--- src/rtl/toggle_poll_ctrl.sv ---
module toggle_poll_ctrl #(
  parameter int CNT_W = 16
) (
  input  logic             clk,
  input  logic             rst_n,
  input  logic             start,
  input  logic             abort,
  input  logic [CNT_W-1:0] max_polls,
  output logic             rd_req,
  input  logic             rd_ack,
  input  logic [7:0]       rd_data,
  output logic             rst_cmd_req,
  input  logic             rst_cmd_ack,
  output logic             done,
  output logic             pass,
  output logic             fail,
  output logic             timed_out
);

  typedef enum logic [1:0] {S_IDLE, S_RD1, S_RD2, S_RST} st_t;

  st_t              st;
  logic             tgl_q;
  logic             recheck_q;
  logic [CNT_W-1:0] pairs_q;
  logic             unused_bits;

  wire              same     = (rd_data[6] == tgl_q);
  wire [CNT_W-1:0]  pairs_nx = pairs_q + 1'b1;
  wire              at_limit = (pairs_nx >= max_polls);

  assign rd_req      = (st == S_RD1) || (st == S_RD2);
  assign rst_cmd_req = (st == S_RST);
  assign unused_bits = ^{rd_data[7], rd_data[4:0]};

  always_ff @(posedge clk or negedge rst_n) begin
    if (!rst_n) begin
      st        <= S_IDLE;
      tgl_q     <= 1'b0;
      recheck_q <= 1'b0;
      pairs_q   <= '0;
      done      <= 1'b0;
      pass      <= 1'b0;
      fail      <= 1'b0;
      timed_out <= 1'b0;
    end else begin
      done <= 1'b0;
      case (st)
        S_IDLE: if (start) begin
          st        <= S_RD1;
          tgl_q     <= 1'b0;
          recheck_q <= 1'b0;
          pairs_q   <= '0;
          pass      <= 1'b0;
          fail      <= 1'b0;
          timed_out <= 1'b0;
        end
        S_RD1: begin
          if (abort) st <= S_IDLE;
          else if (rd_ack) begin
            tgl_q <= rd_data[6];
            st    <= S_RD2;
          end
        end
        S_RD2: begin
          if (abort) st <= S_IDLE;
          else if (rd_ack) begin
            if (same) begin
              done <= 1'b1;
              pass <= 1'b1;
              st   <= S_IDLE;
            end else if (recheck_q) begin
              st <= S_RST;
            end else if (rd_data[5]) begin
              recheck_q <= 1'b1;
              st        <= S_RD1;
            end else if (at_limit) begin
              done      <= 1'b1;
              fail      <= 1'b1;
              timed_out <= 1'b1;
              st        <= S_IDLE;
            end else begin
              pairs_q <= pairs_nx;
              st      <= S_RD1;
            end
          end
        end
        S_RST: if (rst_cmd_ack) begin
          done <= 1'b1;
          fail <= 1'b1;
          st   <= S_IDLE;
        end
        default: st <= S_IDLE;
      endcase
    end
  end

endmodule

--- config.mk ---
export PLATFORM = sky130hd
export DESIGN_NAME = toggle_poll_ctrl
export DESIGN_NICKNAME = d
export VERILOG_FILES = /design/src/rtl/toggle_poll_ctrl.sv
export SDC_FILE = /design/constraint.sdc
export NUM_CORES = 1
export LEC_CHECK = 0
export ABC_AREA = 1
export BUFFER_PORTS_ARGS = -buffer_cell sky130_fd_sc_hd__buf_2
export CAP_MARGIN = 20
export CORE_AREA = 2 2 74 76
export DETAILED_ROUTE_END_ITERATION = 16
export DIE_AREA = 0 0 76 78
export MAX_ROUTING_LAYER = met4
export PLACE_DENSITY_LB_ADDON = 0.05
export SLEW_MARGIN = 20
export SYNTH_ARGS = -nofsm -noshare
export SYNTH_HDL_FRONTEND = slang
export SYNTH_SLANG_ARGS = --single-unit
--- constraint.sdc ---
create_clock -name clk -period 7.6 [get_ports clk]
set_input_delay 0.76 -clock clk [delete_from_list [all_inputs] [get_ports clk]]
set_output_delay 0.76 -clock clk [all_outputs]
set_load 0.005 [all_outputs]
---- Yosys cells after proc, flatten, opt, wreduce, memory -nomap -nowiden ----
Index checks and enable logic that the tools add are counted.
word-level totals
  logic and storage cells ................. 90
  flip-flop bits (word level) ............. 24
  output and inout port bits .............. 6
operators by class
  equality and inequality tests ........... 18
  $add $sub $neg .......................... 1
  reduce and logical (&&, ||, !) cells .... 12
  order comparisons ....................... 1
  muxes and demuxes ....................... 50
operators with widths
  operator                                        count
  two-way mux 16 bit                              7
  case mux 16 bit (2 select lines)                1
  two-way mux 1 bit                               27
  != test 2 bit (second input constant)           11
  adder 16 x 1 -> 16 bit (second input constant)  1
  greater-or-equal comparator 16 bit              1
  two-way mux 2 bit                               8
  AND reduction 8 bit                             2
  case mux 1 bit (2 select lines)                 5
  AND reduction 5 bit                             2
  AND reduction 9 bit                             1
  case mux 2 bit (4 select lines)                 1
  AND reduction 4 bit                             2
  != test 3 bit (second input constant)           2
  == test 2 bit (second input constant)           2
  nonzero test 2 bit                              2
  case mux 1 bit (3 select lines)                 1
  nonzero test 3 bit                              1
  == test 2 x 1 -> 1 bit (second input constant)  1
  logical NOT 2 bit                               1
  != test 2 x 1 -> 1 bit (second input constant)  1
  == test 1 bit                                   1
  logical OR 1 bit                                1

---- Longest topological paths before layout ----
Gate-level depths: netlist of the first run.
  depth after elaboration ................. 9
  depth in mapped cells ................... 21
  gate-level depth less buffers ........... 20

---- Worst setup path before layout of the first run ----
Ideal clock, no wire load.
  path type ............................... register -> register
  from .................................... register pairs_q[0]
  to ...................................... register pairs_q[3]
  stages on the path, launching flop included .. 17
  arrival ................................. 2.516 ns
  required time ........................... 7.476 ns
  setup slack ............................. 4.960 ns
  clock period less this slack ............ 2.640 ns
  cells stage by stage .................... dfrtp_1 ha_1 and3_1 nand3_1 nor2_1 xor2_1 inv_1 ha_1 nand2_1 o21ai_0 a21oi_2 nand2_1 nand2_1 nand2_4 buf_6 nand2_1 o21ai_2
between the ends
  word-level cells in the longest chain between the ends .. 8
  elaborated cells on any way between the ends .. 11
ends and longest elaborated chain
  what                                                                                        line  source
  start: declaration                                                                          25    logic [CNT_W-1:0] pairs_q;
  start signal: assignment                                                                    83    pairs_q <= pairs_nx;
  adder 16 x 1 -> 16 bit *                                                                    29    wire [CNT_W-1:0] pairs_nx = pairs_q + 1'b1;
  parallel branches: the longest is 7 deep, another holds greater-or-equal comparator 16 bit  n/a
Every way passes the cells marked *. The select of a mux whose other input is x is not followed.
A chain may end at the register's enable or synchronous reset.

---- Worst setup path in the final report of the first run ----
  from .................................... register pairs_q[0]
  to ...................................... register pairs_q[6]
Same word-level chain as after synthesis.

==> summary.txt, run 1 <==
Global route
  • First-pass GRT wire length: 7107 um
  • Initial antenna violation count: 0
  • Largest net degree at the start of global routing: 25
  • Vias in the first global route: 1543
  • Total gr overflow: 0
  • Gr usage total: 0.1513

Routing
  • Routed Wire Length: 3987 um
  • WL per Instance: 10.72 um
  • Initial DRT Pass Iterations: 4
  • DRC: 0
  • Remaining antenna violation count: 0
  • Via Count: 1664
  • Initial DRC count: 90
  • Drt via density: 4.473

Synthesis
  • Synthesized cell area: 2016 um2
  • Synth Instances: 272
  • Synthesized Nets: 323
  • YS warnings: 0
  • #FFs+latches synth: 24
  • Synth unique cells: 30
  • Sequential area share after synthesis: 0.2980
  • Syn avg cell area: 7.411 um2

Finish
  • FF/Latch Area: 600.6 um2
  • Diode count: 0
  • Footprint of the multi-input gates: 1160 um2
  • Fin nets: 354
  • Layout Cells excl Fill: 372
  • FILL cells: 541
  • P&R area growth vs syn: 13.41%
  • Share of layout cells above drive strength 1: 0.1887

Critical path
  • Reg2reg path depth: 15
  • Crit path max fanout: 16
  • CP arrival: 3300 ps
  • Req. time, crit path: 7780 ps
  • R2R setup slack: 4480 ps
  • Worst r2r src: pairs_q[0]
  • Reg2reg end: pairs_q[6]
  • Critical path class: flip-flop to flip-flop
  • Worst setup EP type: flip-flop
  • CP Launch Type: flip-flop

Worst hold path
  • Worst min path class: input pin to asynchronous set/reset pin

Timing
  • Tcrit/Tclk final: 0.4103
  • Max-slew headroom: 0.6269
  • Final Hold Viols: 0
  • Slew @ Worst Pin: 559.7 ps
  • RSZ-0062 raised after global routing: false
  • # setup viols final: 0
  • Total Neg Setup Slack: 0 ps
  • Clk_skew: 3.261 ps
  • Tmin final: 3118 ps
  • F_max: 320.7 MHz
  • Max Slew Vio Count: 0

Die
  • # IOs: 36
  • Die height: 78 um
  • Die extent in x: 76 um
  • Num rows: 26
  • Starting Density: 0.3998
  • Core ar.: 5042 um2
  • Full die area: 5928 um2

Clocking
  • TritonCTS clock tree: built
  • Htree depth: 1
  • CTS resizes: 0
  • Worst skew pair latency: 270 ps
  • Clk slew on worst S/H paths: 90 ps
  • TritonCTS buffer count: 3
  • Post-CTS Setup Inserts: 0
  • Post-cts hold buffer count: 0
  • Clock Root Buffer: clkbuf_8
  • CTS sink cnt: 24
  • Clk buf depth: 2

Power
  • Lkg Pwr: 1.277 nW
  • Max VDD drop: 0.1073 mV
  • PwrDens: 202.8 nW/um2
  • Power Total: 463.7 uW

Outcome
  • Status: complete, no violations

Placed design
  • Buffers on Ports: 29
  • Post-DP HPWL: 3177 um
  • Placed Cells: 368
  • Placer Congestion: 0.8559

Flow run
  • Number of max-cap violations: 0
==> layout by cell type (no fill, tap or decap) <==
| cell type | instances |
|---|---|
| nand2_1 | 67 |
| inv_1 | 56 |
| buf_2 | 29 |
| dfrtp_1 | 24 |
| ha_1 | 21 |
| nor2_1 | 17 |
| o21ai_0 | 17 |
| o21ai_2 | 10 |
| xor2_1 | 9 |
| nand3_1 | 7 |
| a21oi_1 | 7 |
| nor3_1 | 6 |
| nand4_1 | 4 |
| xnor2_1 | 3 |
| inv_2 | 3 |
| nand2_4 | 3 |
| clkbuf_8 | 3 |
| nand2_2 | 2 |
| nor4_1 | 1 |
| and3_1 | 1 |
| a21oi_2 | 1 |
| or2_4 | 1 |
| a21oi_4 | 1 |
| nor2_8 | 1 |
| nand4_4 | 1 |
| o31ai_1 | 1 |
| a22o_2 | 1 |
| nand3b_1 | 1 |
| a31oi_1 | 1 |
| o22ai_1 | 1 |
| o211ai_1 | 1 |
| bufinv_16 | 1 |
==> Yosys cell counts (all sizes together) <==
master,instances,area share
nor2,18,0.042
o21ai,27,0.086
and3,1,0.0031
nand4,5,0.023
o31ai,1,0.0037
nor3,6,0.015
ha,21,0.13
nor4,1,0.0031
a21oi,9,0.030
nand3b,1,0.0037
nand3,7,0.017
buf,3,0.017
o22ai,1,0.0031
or2,1,0.0043
dfrtp,24,0.30
xnor2,3,0.013
o211ai,1,0.0037
a31oi,1,0.0031
xor2,9,0.039
inv,59,0.11
nand2,72,0.15
a22o,1,0.0050
==> where the power goes <==
group | leakage (nW) | switching, mW | internal (mW)
clock | 0.0357 | 0.0431 | 0.0704
combinational | 0.910 | 0.118 | 0.0723
sequential | 0.330 | 0.0164 | 0.144
==> sequential cells by signal, indices dropped and copies added (netlist names) <==
name,cells
timed_out,1
pass,1
fail,1
tgl_q,1
pairs_q,16
st,2
done,1
recheck_q,1
==> worst max path at each step <==
| stage | to | slack [ps] | start |
|---|---|---|---|
| CTS | pairs_q[11] | 4450 | pairs_q[0] |
| global placement | pairs_q[6] | 4510 | pairs_q[0] |
| finish | pairs_q[6] | 4480 | pairs_q[0] |
| floorplan | pairs_q[3] | 4960 | pairs_q[0] |
| global route | pairs_q[8] | 4060 | pairs_q[0] |
| detailed placement | pairs_q[12] | 4470 | pairs_q[0] |
==> per-stage QoR <==
stage / util / instance area, um2 / setup slack (ps) / hold WS [ps]
2_1_floorplan: - / 2016 / 4960 / 453.0
3_3_place_gp: 0.4392 / 2215 / 4513 / 466.3
3_5_place_dp: 0.4392 / 2215 / 4470 / 474.4
4_1_cts: 0.4534 / 2286 / 4447 / 489.6
5_1_grt: 0.4534 / 2286 / 4057 / 506.3
6_report: 0.4534 / 2286 / 4482 / 474.9
==> kinds of logic after synthesis <==
logic type,count (synthesis),synth area share
xor gates and xnor gates,12,0.05215
DFF,24,0.2980
adders and majority gates,21,0.1304
buffers and inverters,62,0.1266
AOI/OAI and AO/OA,41,0.1341
and+or+nand+nor,112,0.2588
==> routing by layer <==
layer / global-route usage / routed length, um / vias to the layer above
met2: 0.2179 / 1679 / 19
met1: 0.2214 / 2173 / 725
met4: 0.04909 / 27 / 0
met3: 0.01744 / 106 / 2
met5: - / 0 / -
li1: - / - / 918
==> worst max-delay path, stage by stage, from the launching register on <==
cell,delay [ps]
dfrtp_1,520
ha_1,240
and3_1,260
nand3_1,180
nor2_1,170
xor2_1,300
inv_1,80
ha_1,280
nand2_1,70
nor3_1,210
nand2_1,130
nand2_1,150
nand2_1,110
nand2_4,190
nand2_1,70
o21ai_0,70
==> cell type report <==
type                            count  area share
Multi-Input combinational cell    186      0.5074
Sequential cell                    24      0.2627
Inverter                           59     0.09688
Timing Repair Buffer               29     0.06349
Tap cell                           70     0.03831
Clock buffer                        3     0.01806
Clock inverter                      1     0.01314
Power figures use the tool's default switching activity.
==> run 2: changes to the inputs <==
--- a/config.mk
+++ b/config.mk
@@ -5,12 +5,12 @@
 export SDC_FILE = /design/constraint.sdc
 export NUM_CORES = 1
 export LEC_CHECK = 0
-export ABC_AREA = 1
+export ABC_AREA = 0
 export BUFFER_PORTS_ARGS = -buffer_cell sky130_fd_sc_hd__buf_2
 export CAP_MARGIN = 20
-export CORE_AREA = 2 2 74 76
+export CORE_AREA = 2 2 72 74
 export DETAILED_ROUTE_END_ITERATION = 16
-export DIE_AREA = 0 0 76 78
+export DIE_AREA = 0 0 74 76
 export MAX_ROUTING_LAYER = met4
 export PLACE_DENSITY_LB_ADDON = 0.05
 export SLEW_MARGIN = 20
==> constraint.sdc (replaced) <==
create_clock -name clk -period 2.9 [get_ports clk]
set_input_delay 0.29 -clock clk [delete_from_list [all_inputs] [get_ports clk]]
set_output_delay 0.29 -clock clk [all_outputs]
set_load 0.005 [all_outputs]
==> summary.txt, run 2 <==
Power
  • Max VDD drop: 0.3872 mV
  • Internal Power: 809.9 uW
  • Combinational share of power: 0.456
  • Share of power burned in registers: 0.315
  • Net Sw Power: 491.8 uW
  • PwrDens: 455.7 nW/um2
  • Lkg Pwr: 1.482 nW
  • Power Total: 1.302 mW
  • Sw Share: 0.3778
  • Clk pwr share: 0.230

Die
  • # IOs: 36
  • Core ar.: 4912 um2
  • Die extent in x: 74 um
  • Num rows: 26
  • Starting Density: 0.3869
  • Full die area: 5624 um2
  • Die height: 76 um

Worst hold path
  • Worst min path class: input pin to asynchronous set/reset pin

Routing
  • Via Count: 1868
  • DRC: 0
  • WL per Instance: 13.06 um
  • Remaining antenna violation count: 0
  • Initial DRC count: 78
  • Initial DRT Pass Iterations: 4
  • Drt via density: 4.955
  • Routed Wire Length: 4924 um

Timing
  • Tcrit/Tclk final: 1.047
  • Max-slew headroom: 0.4114
  • RSZ-0062 raised after global routing: true
  • Final Hold Viols: 0
  • Slew @ Worst Pin: 871.8 ps
  • # setup viols final: 20
  • F_max: 329.2 MHz
  • Clk_skew: 1.138 ps
  • Total Neg Setup Slack: -2225 ps
  • Max Slew Vio Count: 0
  • Final WS setup: -137.2 ps
  • Tmin final: 3037 ps

Synthesis
  • #FFs+latches synth: 24
  • Post-synth EDFFs: 0
  • Most common library cells after synthesis: nand2_1, dfrtp_1, inv_1
  • Most frequent cell after synthesis: nand2_1
  • Post-synth top area share: 0.3160
  • Synth unique cells: 42
  • Synth Instances: 223
  • Top FF cell, synth: dfrtp_1
  • Synthesized cell area: 1901 um2
  • Synthesized Nets: 274
  • Top post-synthesis cells by area: dfrtp_1, ha_1, nand2_1, a21oi_2, inv_1
  • YS warnings: 0
  • Syn avg cell area: 8.523 um2
  • Sequential area share after synthesis: 0.3160
  • Async set or reset register ratio after synthesis: 1.000
  • Largest area contributor in the netlist: dfrtp_1

Placed design
  • Placed Cells: 361
  • Buffers on Ports: 29
  • Placer Congestion: 0.8310
  • Placed cell area: 2459 um2
  • Post-DP HPWL: 3616 um

Critical path
  • Critical Path Max Stage Delay: 400 ps
  • Buf/Inv on CP: 3
  • Worst path cell trace: nand4_1 -> nor4_4 -> nand3_2 -> buf_4 -> or2_1 -> nand2_2 -> ha_4 -> nand2_4 -> nor3_2 -> buf_4 -> a2111oi_4 -> nand3_2 -> buf_6 -> a21oi_2 -> a21o_1
  • Critical path class: flip-flop to flip-flop
  • CP arrival: 3250 ps
  • Worst setup EP type: flip-flop
  • Reg2reg path depth: 15
  • Cell family with most CP delay: simple AND/OR/NAND/NOR gates
  • Req. time, crit path: 3110 ps
  • R2R setup slack: -140 ps
  • CP Launch Type: flip-flop
  • Reg2reg end: pairs_q[14]
  • Crit path max fanout: 5
  • Worst r2r src: pairs_q[0]
  • CP max stage cell: nor4_4

Global route
  • Vias in the first global route: 1901
  • Gr usage total: 0.1923
  • Met3 Track Usage GR: 0.03175
  • GR Util met2: 0.3393
  • Total gr overflow: 0
  • Initial antenna violation count: 0
  • Met1 GRT Util: 0.2295
  • First-pass GRT wire length: 8376 um
  • GR peak layer: met2
  • Largest net degree at the start of global routing: 25

Finish
  • Largest registers: pairs_q (16), st (2)
  • Layout Cells excl Fill: 377
  • Max reg flops: 16
  • Reg with most FFs: pairs_q
  • Fin nets: 359
  • FF/Latch Area: 600.6 um2
  • Footprint of the multi-input gates: 1429 um2
  • Diode count: 0
  • Share of layout cells above drive strength 1: 0.4528
  • Commonest non-fill, non-tap cell in the layout: buf_4
  • Final Cell Area: 2856 um2
  • FILL cells: 455
  • Commonest cells after routing, fill and taps aside: buf_4, buf_2, nand2_1, dfrtp_1, inv_1
  • P&R area growth vs syn: 50.30%

Clocking
  • Post-cts hold buffer count: 0
  • Clock Root Buffer: clkbuf_8
  • Htree depth: 1
  • CTS sink cnt: 24
  • Clk slew on worst S/H paths: 90 ps
  • TritonCTS buffer count: 3
  • Clk buf depth: 2
  • Worst skew pair latency: 270 ps
  • TritonCTS clock tree: built

Flow run
  • Number of max-cap violations: 0

Outcome
  • Failing checks: setup timing
  • Status: complete, but fails checks
==> run 2: cell types whose count changed after synthesis, sizes merged, moves of 3 or more <==
cell / before / now
nand2: 72 / 31
inv: 59 / 24
o21ai: 27 / 9
a21o: 0 / 11
nand2b: 0 / 10
a21oi: 9 / 18
xor2: 9 / 2
a32o: 0 / 5
or2: 1 / 5
nor2: 18 / 15
or3: 0 / 3
==> run 2: how the worst max path moves through the flow <==
stage / cells after the start / slack (ps) / to / from
after detailed placement: 12 / -310 / pairs_q[1] / pairs_q[1]
after CTS: 15 / -70 / pairs_q[8] / pairs_q[0]
final: 15 / -140 / pairs_q[14] / pairs_q[0]
after global placement: 15 / -250 / pairs_q[5] / pairs_q[1]
after floorplan: 12 / 8 / fail / pairs_q[0]
after global routing: 12 / -310 / fail / pairs_q[1]
==> run 2: per-layer routing <==
metal  wire length [um]  vias to the layer above
li1                   -                      952
met1               2157                      879
met2               2558                       31
met3                149                        6
met4                 58                        0
met5                  0                        -
==> run 2: power groups by stage <==
stage	Clock, mW	Sequential [mW]	Combinational [mW]
final	0.299	0.409	0.593
after global routing	0.315	0.415	0.673
after CTS	0.311	0.409	0.587
after detailed placement	0	0.415	0.511
after global placement	0	0.416	0.506
after floorplan	0	0.411	0.358
==> run 2: worst reg2reg max path, cell delays in order, from the launching register on <==
cell and delay, ps:
dfrtp_1 390, nand4_1 210, nor4_4 410, nand3_2 120, buf_4 160, or2_1 240
nand2_2 100, ha_4 220, nand2_4 70, nor3_2 50, buf_4 140, a2111oi_4 340
nand3_2 170, buf_6 180, a21oi_2 100, a21o_1 90
==> run 2: metrics by stage <==
stage	hold WS, ps	utilization	setup slack, ps
detailed placement	323.1	0.5005	-310.1
CTS	20.29	0.5591	-73.55
global placement	321.5	0.5005	-249.4
global route	37.65	0.5815	-313.9
floorplan	-5.591	-	7.926
finish	5.301	0.5815	-137.2
==> run 2: area by class of cell <==
cell class,instances,share of cell area
Tap cell,70,0.03066
Timing Repair Buffer,83,0.2024
Clock inverter,1,0.01051
Inverter,24,0.03154
Sequential cell,24,0.2102
Clock buffer,3,0.01445
Multi-Input combinational cell,172,0.5002
==> run 2: cells by family after synthesis <==
family / share of synthesized area
and+or+nand+nor: 0.2377
AOI/OAI and AO/OA: 0.2232
buffers and inverters: 0.05792
DFF: 0.3160
adders and majority gates: 0.1382
xor gates and xnor gates: 0.02700
==> run 2: what timing repair did <==
item                       CTS  global route
resized for setup           30            12
buffers inserted             8             4
pin swaps                   29            15
setup endpoints to repair   20            20
==> run 3: changes to the inputs <==
--- a/config.mk
+++ b/config.mk
@@ -11,7 +11,6 @@
 export CORE_AREA = 2 2 72 74
 export DETAILED_ROUTE_END_ITERATION = 16
 export DIE_AREA = 0 0 74 76
-export MAX_ROUTING_LAYER = met4
 export PLACE_DENSITY_LB_ADDON = 0.05
 export SLEW_MARGIN = 20
 export SYNTH_ARGS = -nofsm -noshare
==> summary.txt, run 3 (synthesis gave the netlist of run 2 again) <==
Critical path
  • Critical path startpoint: pairs_q[0]
  • Worst r2r src: pairs_q[0]
  • Worst setup EP type: flip-flop
  • Critical Path Max Stage Delay: 400 ps
  • CP arrival: 3260 ps
  • CP Launch Type: flip-flop
  • Req. time, crit path: 3110 ps
  • Crit path max fanout: 5
  • Cell family with most CP delay: simple AND/OR/NAND/NOR gates
  • Worst path cell trace: nand4_1 -> nor4_4 -> nand3_2 -> buf_4 -> or2_1 -> nand2_2 -> ha_4 -> nand2_4 -> nor3_2 -> buf_4 -> a2111oi_4 -> nand3_2 -> buf_6 -> a21oi_2 -> a21o_1
  • CP max stage cell: nor4_4
  • Critical path class: flip-flop to flip-flop
  • Buf/Inv on CP: 3

Timing
  • Max Slew Vio Count: 0
  • RSZ-0062 raised after global routing: true
  • F_max: 328.7 MHz
  • Slew @ Worst Pin: 871.7 ps
  • Max-slew headroom: 0.4115
  • Final Hold Viols: 0
  • Clk_skew: 1.283 ps
  • Tcrit/Tclk final: 1.049
  • Final WS setup: -141.9 ps
  • Tmin final: 3042 ps
  • # setup viols final: 20

Outcome
  • Status: complete, but fails checks
  • Failing checks: setup timing

Die
  • Core ar.: 4912 um2
  • Die height: 76 um
  • Die extent in x: 74 um
  • Full die area: 5624 um2
  • # IOs: 36
  • Num rows: 26
  • Starting Density: 0.3869

Clocking
  • Clock Root Buffer: clkbuf_8
  • TritonCTS clock tree: built
  • CTS sink cnt: 24
  • TritonCTS buffer count: 3
  • Clk buf depth: 2
  • Htree depth: 1
  • Clk slew on worst S/H paths: 90 ps
  • Worst skew pair latency: 270 ps
  • Post-cts hold buffer count: 0

Placed design
  • Placed cell area: 2459 um2
  • Buffers on Ports: 29
  • Placer Congestion: 0.8188
  • Post-DP HPWL: 3616 um

Finish
  • Commonest non-fill, non-tap cell in the layout: buf_4
  • Commonest cells after routing, fill and taps aside: buf_4, buf_2, nand2_1, dfrtp_1, inv_1
  • Max reg flops: 16
  • Largest registers: pairs_q (16), st (2)
  • Footprint of the multi-input gates: 1429 um2
  • Fin nets: 359
  • FF/Latch Area: 600.6 um2
  • Diode count: 0
  • P&R area growth vs syn: 50.30%
  • Final Cell Area: 2856 um2
  • Reg with most FFs: pairs_q
  • FILL cells: 455
  • Share of layout cells above drive strength 1: 0.4528

Power
  • Sw Share: 0.3785
  • Max VDD drop: 0.3865 mV
  • Internal Power: 810.0 uW
  • Net Sw Power: 493.2 uW
  • PwrDens: 456.2 nW/um2
  • Clk pwr share: 0.230
  • Lkg Pwr: 1.482 nW
  • Power Total: 1.303 mW
  • Share of power burned in registers: 0.315
  • Combinational share of power: 0.455

Global route
  • Gr usage total: 0.1872
  • Vias in the first global route: 1899
  • First-pass GRT wire length: 8376 um
  • Total gr overflow: 0
  • Initial antenna violation count: 0
  • Largest net degree at the start of global routing: 25

Routing
  • WL per Instance: 13.10 um
  • Remaining antenna violation count: 0
  • Routed Wire Length: 4940 um
  • Initial DRC count: 72
  • DRC: 0
  • Initial DRT Pass Iterations: 4
  • Via Count: 1876
  • Drt via density: 4.976

Flow run
  • Number of max-cap violations: 0

Worst hold path
  • Worst min path class: input pin to asynchronous set/reset pin
==> run 3: per-layer routing <==
| layer | vias up | routed length [um] | track usage |
|---|---|---|---|
| met5 | - | 0 | 0 |
| met4 | 0 | 65 | 0.03273 |
| met3 | 6 | 121 | 0.03175 |
| met2 | 26 | 2554 | 0.3393 |
| met1 | 888 | 2197 | 0.2295 |
| li1 | 956 | - | - |
==> run 3: layout make-up <==
cell class / count / share of cell area
Inverter: 24 / 0.03154
Tap cell: 70 / 0.03066
Multi-Input combinational cell: 172 / 0.5002
Clock buffer: 3 / 0.01445
Timing Repair Buffer: 83 / 0.2024
Sequential cell: 24 / 0.2102
Clock inverter: 1 / 0.01051
==> run 3: power by group through the flow <==
stage          Sequential (mW)  Clock, mW  Combinational (mW)
5_1_grt                  0.415      0.315               0.673
3_3_place_gp             0.416          0               0.506
4_1_cts                  0.409      0.311               0.587
6_report                 0.410      0.300               0.594
3_5_place_dp             0.415          0               0.511
2_1_floorplan            0.411          0               0.358
==> run 3: path summary, 6_finish.rpt <==
path | cells past startpoint | end | slack (ps)
max in group asynchronous | 1 | tgl_q | 2510
min | 1 | pairs_q[7] | 5
max reg2reg | 15 | pairs_q[14] | -140
max | 15 | pairs_q[14] | -140
min reg2reg | 2 | pass | 490
min in group clk | 2 | st[0] | 260
==> run 3: timing repair <==
action                     in CTS  in global routing
buffers inserted                8                  4
gates resized for setup        30                 12
pin swaps                      29                 15
setup endpoints to repair      20                 20
==> run 3: per-stage QoR <==
stage | setup TNS (ps) | hold WS, ps | cells | setup WS, ps | utilization
3_5_place_dp | -5148 | 323.1 | 361 | -310.1 | 0.5005
6_report | -2302 | 5.039 | 377 | -141.9 | 0.5815
5_1_grt | -5231 | 37.65 | 377 | -313.9 | 0.5815
2_1_floorplan | 0 | -5.591 | 223 | 7.926 | -
3_3_place_gp | -4186 | 321.5 | 361 | -249.4 | 0.5005
4_1_cts | -620.0 | 20.29 | 373 | -73.55 | 0.5591
==> run 3: worst reg2reg max path: stages (launching register included) <==
cell and delay, ps:
dfrtp_1 390, nand4_1 210, nor4_4 410, nand3_2 120, buf_4 160, or2_1 240, nand2_2 100, ha_4 220
nand2_4 80, nor3_2 50, buf_4 140, a2111oi_4 340, nand3_2 170, buf_6 180, a21oi_2 100, a21o_1 90
